==> src/rtl/mbx_pkg.sv <==
package mbx_pkg;
    // register byte offsets
    typedef enum logic [5:0] {
        A_TGT   = 6'h00,
        A_LO    = 6'h04,
        A_HI    = 6'h08,
        A_GO    = 6'h0C,
        A_FCLR  = 6'h10,
        A_STAT  = 6'h14,
        A_IRQ   = 6'h18,
        A_MASK  = 6'h1C,
        A_LOCK  = 6'h20,
        A_DEPTH = 6'h24
    } reg_addr_e;

    // interrupt source positions (also mask bit positions)
    localparam int SRC_FULL = 0;
    localparam int SRC_DROP = 1;
    localparam int SRC_DONE = 2;
    localparam int NSRC     = 3;

    // byte-wide status fields: pending, dropped, fetched
    localparam int FLD_W = 8;
endpackage

==> src/rtl/mbx_queue.sv <==
module mbx_queue #(
    parameter int DEPTH = 4,
    parameter int W     = 64
) (
    input  logic         clk,
    input  logic         rst_n,
    input  logic         push,
    input  logic [W-1:0] wdata,
    input  logic         pop,
    output logic [W-1:0] head,
    output logic         empty,
    output logic         full
);
    localparam int PW = $clog2(DEPTH);
    localparam int CW = $clog2(DEPTH + 1);

    typedef struct packed {
        logic [DEPTH-1:0][W-1:0] mem;
        logic [PW-1:0]           wp;
        logic [PW-1:0]           rp;
        logic [CW-1:0]           cnt;
    } q_t;

    q_t q_q, q_d;
    logic do_push, do_pop;

    always_comb begin
        q_d     = q_q;
        do_pop  = pop && (q_q.cnt != '0);
        do_push = push && (q_q.cnt != CW'(DEPTH));
        if (do_push) begin
            q_d.mem[q_q.wp] = wdata;
            q_d.wp = (q_q.wp == PW'(DEPTH - 1)) ? '0 : q_q.wp + 1'b1;
        end
        if (do_pop) begin
            q_d.rp = (q_q.rp == PW'(DEPTH - 1)) ? '0 : q_q.rp + 1'b1;
        end
        case ({do_push, do_pop})
            2'b10:   q_d.cnt = q_q.cnt + 1'b1;
            2'b01:   q_d.cnt = q_q.cnt - 1'b1;
            default: q_d.cnt = q_q.cnt;
        endcase
    end

    always_ff @(posedge clk or negedge rst_n) begin
        if (!rst_n) q_q <= '0;
        else        q_q <= q_d;
    end

    assign head  = q_q.mem[q_q.rp];
    assign empty = (q_q.cnt == '0);
    assign full  = (q_q.cnt == CW'(DEPTH));

    // a fetch without a simultaneous append removes exactly one entry
    assert_pop_one_R3: assert property (@(posedge clk) disable iff (!rst_n)
        (pop && !empty && !push) |=> (q_q.cnt == $past(q_q.cnt) - 1'b1));

    // an append into a full queue without a fetch leaves it full
    assert_full_drop_R6: assert property (@(posedge clk) disable iff (!rst_n)
        (push && full && !pop) |=> full);

    // occupancy never passes the depth
    assert_bound_R6: assert property (@(posedge clk) disable iff (!rst_n)
        q_q.cnt <= CW'(DEPTH));
endmodule

==> src/rtl/mbx_irq_ctrl.sv <==
module mbx_irq_ctrl #(
    parameter int NS = 3
) (
    input  logic          clk,
    input  logic          rst_n,
    input  logic [NS-1:0] src,
    input  logic [NS-1:0] mask,
    input  logic          clr,
    output logic          irq
);
    typedef struct packed {
        logic pend;
    } irq_t;

    irq_t s_q, s_d;
    logic active;

    always_comb begin
        s_d    = s_q;
        active = |(src & ~mask);
        if (clr)         s_d.pend = 1'b0;
        else if (active) s_d.pend = 1'b1;
    end

    always_ff @(posedge clk or negedge rst_n) begin
        if (!rst_n) s_q <= '0;
        else        s_q <= s_d;
    end

    assign irq = s_q.pend;

    // a clear request always drops the line at that edge
    assert_clear_R9: assert property (@(posedge clk) disable iff (!rst_n)
        clr |=> !irq);

    // the line only rises because an unmasked source was active
    assert_rise_cause_R8: assert property (@(posedge clk) disable iff (!rst_n)
        $rose(irq) |-> $past(|(src & ~mask)));

    // once high, the line holds while no clear arrives
    assert_hold_R8: assert property (@(posedge clk) disable iff (!rst_n)
        (irq && !clr) |=> irq);
endmodule

==> src/rtl/mbx_inbox.sv <==
module mbx_inbox #(
    parameter int NUM_TGT = 8,
    parameter int DEPTH   = 4,
    parameter int WORD_W  = 32,
    parameter int ADDR_W  = 6
) (
    input  logic                       clk,
    input  logic                       rst_n,
    input  logic                       bus_wr,
    input  logic [ADDR_W-1:0]          bus_addr,
    input  logic [WORD_W-1:0]          bus_wdata,
    output logic [WORD_W-1:0]          bus_rdata,
    input  logic                       fetch_en,
    input  logic [$clog2(NUM_TGT)-1:0] fetch_id,
    output logic                       fetch_valid,
    output logic [2*WORD_W-1:0]        fetch_data,
    output logic                       irq
);
    import mbx_pkg::*;

    localparam int ID_W  = $clog2(NUM_TGT);
    localparam int MSG_W = 2 * WORD_W;

    typedef struct packed {
        logic [ID_W-1:0]    tgt;
        logic [WORD_W-1:0]  lo;
        logic [WORD_W-1:0]  hi;
        logic [NUM_TGT-1:0] done;
        logic [NUM_TGT-1:0] drop;
        logic [NSRC-1:0]    mask;
    } regs_t;

    regs_t q, d;

    logic [NUM_TGT-1:0] push, pop, empty, full, busy;
    logic [NUM_TGT-1:0] done_set, drop_set, done_clr, drop_clr;
    logic [MSG_W-1:0]   heads [NUM_TGT];
    logic               go, irq_clr;
    logic [NSRC-1:0]    src;

    always_comb begin
        d        = q;
        go       = bus_wr && (bus_addr == ADDR_W'(A_GO)) && bus_wdata[0];
        irq_clr  = bus_wr && (bus_addr == ADDR_W'(A_IRQ)) && bus_wdata[0];
        done_clr = '0;
        drop_clr = '0;
        if (bus_wr) begin
            case (bus_addr)
                ADDR_W'(A_TGT):  d.tgt  = bus_wdata[ID_W-1:0];
                ADDR_W'(A_LO):   d.lo   = bus_wdata;
                ADDR_W'(A_HI):   d.hi   = bus_wdata;
                ADDR_W'(A_MASK): d.mask = bus_wdata[NSRC-1:0];
                ADDR_W'(A_FCLR): begin
                    done_clr = bus_wdata[2*FLD_W +: NUM_TGT];
                    drop_clr = bus_wdata[FLD_W +: NUM_TGT];
                end
                default: ;
            endcase
        end
        for (int t = 0; t < NUM_TGT; t++) begin
            push[t] = go && (q.tgt == ID_W'(t));
            pop[t]  = fetch_en && (fetch_id == ID_W'(t));
        end
        done_set = pop & busy;
        drop_set = push & full;
        d.done   = (q.done & ~done_clr) | done_set;
        d.drop   = (q.drop & ~drop_clr) | drop_set;
    end

    always_ff @(posedge clk or negedge rst_n) begin
        if (!rst_n) begin
            q      <= '0;
            q.mask <= '1;
        end else begin
            q <= d;
        end
    end

    for (genvar g = 0; g < NUM_TGT; g++) begin : g_tgt
        mbx_queue #(.DEPTH(DEPTH), .W(MSG_W)) u_queue (
            .clk   (clk),
            .rst_n (rst_n),
            .push  (push[g]),
            .wdata ({q.hi, q.lo}),
            .pop   (pop[g]),
            .head  (heads[g]),
            .empty (empty[g]),
            .full  (full[g])
        );
        assign busy[g] = ~empty[g];
    end

    always_comb begin
        src           = '0;
        src[SRC_FULL] = |full;
        src[SRC_DROP] = |q.drop;
        src[SRC_DONE] = |q.done;
    end

    mbx_irq_ctrl #(.NS(NSRC)) u_irq (
        .clk   (clk),
        .rst_n (rst_n),
        .src   (src),
        .mask  (q.mask),
        .clr   (irq_clr),
        .irq   (irq)
    );

    always_comb begin
        bus_rdata = '0;
        case (bus_addr)
            ADDR_W'(A_TGT):   bus_rdata[ID_W-1:0] = q.tgt;
            ADDR_W'(A_LO):    bus_rdata = q.lo;
            ADDR_W'(A_HI):    bus_rdata = q.hi;
            ADDR_W'(A_STAT): begin
                bus_rdata[NUM_TGT-1:0]           = busy;
                bus_rdata[FLD_W +: NUM_TGT]      = q.drop;
                bus_rdata[2*FLD_W +: NUM_TGT]    = q.done;
            end
            ADDR_W'(A_IRQ):   bus_rdata[0] = irq;
            ADDR_W'(A_MASK):  bus_rdata[NSRC-1:0] = q.mask;
            ADDR_W'(A_DEPTH): bus_rdata = WORD_W'(DEPTH - 1);
            default: ;
        endcase
    end

    assign fetch_valid = busy[fetch_id];
    assign fetch_data  = heads[fetch_id];

    // a go command toward a full queue records a drop
    assert_drop_flag_R6: assert property (@(posedge clk) disable iff (!rst_n)
        (go && full[q.tgt]) |=> q.drop[$past(q.tgt)]);

    // a fetch from a non-empty queue leaves the fetched flag set
    assert_done_flag_R5: assert property (@(posedge clk) disable iff (!rst_n)
        (fetch_en && fetch_valid) |=> q.done[$past(fetch_id)]);

    // an accepted append makes the destination pending
    assert_pending_R4: assert property (@(posedge clk) disable iff (!rst_n)
        (go && !full[q.tgt]) |=> busy[$past(q.tgt)]);

    // the lock offset never returns data
    assert_lock_zero_R10: assert property (@(posedge clk) disable iff (!rst_n)
        (bus_addr == ADDR_W'(A_LOCK)) |-> (bus_rdata == '0));
endmodule

==> config.mk <==
export PLATFORM = sky130hd
export DESIGN_NAME = mbx_inbox
export DESIGN_NICKNAME = d
export VERILOG_FILES = /design/src/rtl/mbx_pkg.sv /design/src/rtl/mbx_queue.sv /design/src/rtl/mbx_irq_ctrl.sv /design/src/rtl/mbx_inbox.sv
export SDC_FILE = /design/constraint.sdc
export NUM_CORES = 2
export LEC_CHECK = 0
export ABC_AREA = 0
export BUFFER_PORTS_ARGS = -buffer_cell sky130_fd_sc_hd__buf_4
export CAP_MARGIN = 20
export CORE_ASPECT_RATIO = 0.9
export CORE_MARGIN = 2
export CORE_UTILIZATION = 60
export CTS_CLUSTER_DIAMETER = 100
export CTS_CLUSTER_SIZE = 24
export DETAILED_ROUTE_END_ITERATION = 16
export PLACE_DENSITY = 0.76
export SLEW_MARGIN = 10
export SYNTH_ARGS = -nofsm -noshare
export SYNTH_HDL_FRONTEND = slang
export SYNTH_SLANG_ARGS = --single-unit
==> constraint.sdc <==
create_clock -name clk -period 3.45 [get_ports clk]
set_clock_uncertainty 0.2 [all_clocks]
set_input_delay 0.69 -clock clk [delete_from_list [all_inputs] [get_ports clk]]
set_output_delay 0.69 -clock clk [all_outputs]
set_load 0.005 [all_outputs]
; Word level (Yosys, flattened, before mapping)
; Cells that the tools add are included.
[op_classes]
n_addsub = 32
n_lt_le_gt_ge = 26
n_eq_ne = 70
mux = 79
n_bitwise = 19
n_reduce_logical = 80
[op_table]
columns = operator, n
row1 = 256-bit bitwise mux, 8
row2 = 64-bit 2-to-1 mux, 18
row3 = 64-bit binary-select mux with 2-bit select, 8
row4 = 64-bit demux with 2-bit select, 8
row5 = 64-bit binary-select mux with 3-bit select, 1
row6 = 21-bit one-hot mux with 3 select lines, 1
row7 = 2-bit equality test (second input constant), 24
row8 = 3-bit equality test (second input constant), 16
row9 = 2-bit by 3-bit < comparator with 1-bit output (second input constant), 16
row10 = 3-bit one-hot mux with 2 select lines, 8
row11 = 1-bit logical AND, 44
row12 = 2-bit by 1-bit adder with 2-bit output (second input constant), 16
row13 = 8-bit bitwise AND, 4
row14 = 2-bit 2-to-1 mux, 16
row15 = 8-bit 2-to-1 mux, 4
row16 = 3-bit logical NOT, 10
row17 = 3-bit by 1-bit adder with 3-bit output (second input constant), 8
row18 = 6-bit by 5-bit equality test with 1-bit output (second input constant), 4
row19 = 3-bit != test (second input constant), 8
row20 = 3-bit nonzero test, 8
row21 = 8-bit OR reduction, 3
row22 = 3-bit by 1-bit subtractor with 3-bit output (second input constant), 8
row23 = 2-bit nonzero test, 9
row24 = 2-bit by 1-bit equality test with 1-bit output (second input constant), 8
row25 = 22 further kinds, 48
[totals]
reg_bits = 2191
input_bits = 45
output_inout_bits = 98
elab_cells = 369

; Logic depth before layout (Yosys ltp)
[logic_depth]
word_depth = 7
ltp_mapped = 12
mapped_depth_nobuf = 10

; By module
; Synthesis repeated with hierarchy kept, for this count alone.
[unflattened]
cells_unflattened = 5859
area_unflattened_um2 = 100552.7
[modules_own_cells]
columns = module, instances, cells_per_inst, area_each_um2, seq_area_each_um2
row1 = mbx_queue, 8, 657, 11567.3, 6581.3
row2 = mbx_inbox, 1, 597, 7950.1, 2155.8
row3 = mbx_irq_ctrl, 1, 6, 63.8, 25.0

; Worst setup path before layout
; OpenSTA, ideal clock, no wires.
[synth_path]
kind = input-to-output
start = input port bus_addr[5]
end = output port bus_rdata[11]
arrival_time_ns = 2.362
t_required_ns = 2.560
setup_slack_ns = 0.198
stages = 7
path_buffers = 3
path_cell_list = or4_1 buf_2 nor3b_1 clkbuf_1 buf_2 a222oi_1 inv_1
[synth_between]
elab_chain_len = 2
word_cells_on_any_way = 4
classes_between = eq/ne: 3 / mux: 1
[synth_lines]
columns = element, line_no
row1 = start: declaration, mbx_inbox.sv:10  ; input logic [ADDR_W-1:0] bus_addr,
row2 = 6-bit by 5-bit equality test with 1-bit output (tied with other cells), mbx_inbox.sv:111  ; case (bus_addr)
row3 = 21-bit one-hot mux with 3 select lines (*), mbx_inbox.sv:111
row4 = end: declaration, mbx_inbox.sv:12  ; output logic [WORD_W-1:0] bus_rdata,
; Mark *: on every way between the ends. The rest lies on a longest branch, timed or not.

; Final worst setup path
[layout_path]
start = register g_tgt[3].u_queue.q_q[3] (netlist bit)
end = output port fetch_data[59]
[layout_between]
elab_chain_len = 5
[layout_lines]
columns = element, line_no
row1 = start: declaration, mbx_queue.sv:24  ; q_t q_q, q_d;
row2 = start signal: assignment, mbx_queue.sv:47  ; else q_q <= q_d;
row3 = 64-bit binary-select mux with 2-bit select, mbx_queue.sv:50  ; assign head = q_q.mem[q_q.rp];
row4 = 64-bit 2-to-1 mux (not written as such), mbx_queue.sv:50
row5 = 64-bit binary-select mux with 3-bit select, mbx_inbox.sv:128  ; assign fetch_data = heads[fetch_id];
row6 = 64-bit 2-to-1 mux (not written as such) (2 in series), mbx_inbox.sv:128
row7 = end: declaration, mbx_inbox.sv:16  ; output logic [2*WORD_W-1:0] fetch_data,
; No other way between the ends. The select of a mux whose other input is x is not followed.

==> results.cfg <==
[outcome]
status = complete, but fails checks
violations = negative setup slack

[setup_path]
crit_path_end_kind = primary output
crit_path_max_fanout = 8
required_ps = 2560
critPathKind = reg2out
worst_setup_path_start_kind = register
arrival_ps = 3000
r2r_cells = 6

[cts]
clock_path_buffers = 3
cts-root-buf = clkbuf_16
clk_pin_slew_ps = 100
htreeDepth = 3
cts_tree = yes
insertion_delay_ps = 790
cts_made_buffers = 102
cts_sinks = 2191

[drt]
wl_per_cell_um = 32.11
vias_per_cell = 6.766
dr.first_iter.drc_count = 6184
met1_length_mm = 116.4
highest_layer = met4
route.met3.wl_mm = 22.61
wl_met2_mm = 134.6
dr.pass1.iters = 7
route.detailed.drc = 0
vias = 61070
ant_nets = 0
drt-total-wl_mm = 289.9

[timing]
slew_viol_final = 0
rsz0062_at_grt = true
fin_crit_ps = 3890
hold_viol = 0
max_slew.worst_pin.slew_ps = 1057
fin_crit_sh_pct = 112.8
finalSetupTns_ps = -21420
hold_slack_ps = 52.41
fmax_mhz = 257.0
timing.final.ws_setup_ps = -440.4
max_slew_margin_pct = 29.54
setup_viol = 64

[place]
port-buffer-count = 142
place_area_sq_mm = 0.1062
dpl.hpwl_mm = 175.0
dp.cells = 8763
place_congestion = 0.9323

[layout]
nFillCells = 11080
final_layout_size_suffix_gt1_share_pct = 51.42
final_common_cell = dfrtp_1
fin_cells = 9027
multi_input_area_sq_mm = 0.04390
syn_to_final_growth_pct = 13.31
finalNetCount = 6889
design_area_sq_mm = 0.1128
final_util_pct = 68.59
final_cell_mix = 2,173 x dfrtp_1, 2,049 x mux2_2, 420 x buf_4, 351 x mux2_1, 321 x mux4_2
seqCellArea_sq_mm = 0.05488

[synth]
synth_edf_count = 0
seq_area_frac_synth_pct = 55.09
ys_ff_latch = 2191
synth.avg_cell_area_sq_um = 15.12
synth_cells = 6582
yosysWarningCount = 0
synthArstFlopShare_pct = 100.0
post_synth_num_cell_types = 55
synth_area_sq_mm = 0.09953
synth_ff_type = dfrtp_1
syn_nets = 6683

[global_route]
grt_pass1_vias = 63650
antenna_found_initial = 8
grt-ovfl-total = 0
grt_pass1_wl_mm = 429.7
grt_use_total_pct = 34.56
grt_max_degree = 98

[power_and_ir_drop]
p_per_area_mw_per_mm2 = 486.8
leakagePower_nw = 55.59
ir_drop_uv = 465.0

[floorplan]
core_sq_mm = 0.1644
io_pins = 143
initial_utilization_pct = 60.54
placementRows = 141
die_h_um = 390.4
die_area_sq_mm = 0.1692
die_x_um = 433.3

[hold_path]
hold_depth = 2
hold_path.class = in2reg

[run]
drv_cap = 0
==> final cells by class <==
cell class              instances  area share (%)
diodes                          4        0.008875
clock buffers                 116           2.366
clock inverters                 7         0.07988
inverters                      59          0.1964
multi-input cells            3720           38.93
flip-flops and latches       2191           48.66
well taps                    2216           2.458
repair buffers                714           7.303
==> repair_timing <==
item	4_1_cts	5_1_grt
setup endpoints to repair	72	73
endpoints found under the hold margin	504	0
resized for setup	224	192
hold buffers	26	0
pin swaps	46	93
gates cloned	11	4
setup buffers	64	39
==> state kept, by name, indices dropped and copies added (netlist names) <==
| signal | cells |
|---|---|
| g_tgt.u_queue.q_q | 2104 |
| q | 86 |
| u_irq.irq | 1 |
==> layer usage <==
metal  GRT usage, %  up-vias
met1          47.89    33080
li1               -    24740
met2          53.69     2563
met5              0        -
met4          16.21        0
met3          5.990      690
==> cell usage after synthesis (67+ instances only) <==
library cell | count | area, sq um
clkbuf_1 | 375 | 1408
mux2i_1 | 135 | 1351
buf_2 | 173 | 865.8
dfrtp_1 | 2188 | 54750
a221oi_1 | 118 | 1033
mux4_2 | 321 | 7229
a31oi_1 | 73 | 456.7
mux2_1 | 351 | 3953
nand2_1 | 101 | 379.1
o22ai_1 | 67 | 419.2
a22oi_1 | 129 | 968.4
mux2_2 | 2053 | 23120
==> critical path, cell delays in order, from the launching register on <==
cell     delay (ps)
dfrtp_4         550
buf_12          190
buf_12          150
mux4_2          500
a22oi_2         220
and3_4          220
a31oi_1          40
buf_4           200
buf_6           120
==> kinds of logic (layout without fill, tap and decap cells) <==
| kind of cell | Yosys count | in the layout | synth area share [%] |
|---|---|---|---|
| flops | 2191 | 2191 | 55.09 |
| buf+inv | 671 | 896 | 2.759 |
| simple gates | 320 | 320 | 1.878 |
| xor+xnor | 24 | 24 | 0.2112 |
| other cells | 0 | 4 | 0 |
| fa+ha+maj | 56 | 56 | 0.7643 |
| compound gates | 460 | 460 | 3.481 |
| mux | 2860 | 2860 | 35.82 |
==> final timing paths <==
check,start,endpoint,slack [ps]
max,g_tgt[3].u_queue.q_q[3]$_DFFE_PN0P_,fetch_data[59],-440
min,bus_wdata[6],q[25]$_DFFE_PN0P_,50
max reg2reg,g_tgt[0].u_queue.q_q[0]$_DFFE_PN0P_,g_tgt[0].u_queue.q_q[177]$_DFFE_PN0P_,380
min reg2reg,g_tgt[5].u_queue.q_q[25]$_DFFE_PN0P_,g_tgt[5].u_queue.q_q[25]$_DFFE_PN0P_,290
max in group asynchronous,rst_n,g_tgt[2].u_queue.q_q[7]$_DFFE_PN0P_,1520
min in group asynchronous,rst_n,g_tgt[2].u_queue.q_q[14]$_DFFE_PN0P_,240
==> where the power goes <==
part	switching (W)	internal (W)	leakage [nW]
clock	0.00817	0.00553	1.35
sequential	0.000707	0.0261	30.4
combinational	0.00815	0.00623	23.8
total	0.0170	0.0379	55.6
==> through the flow <==
step	total power (W)	setup WS, ps
final	0.05491	-440.4
after global routing	0.05646	-488.9
after CTS	0.05402	-456.3
after detailed placement	0.03891	-15.14
after global placement	0.03878	-6.846
after floorplan	0.03302	198.1
No activity file was read; power rests on OpenSTA's default activity.
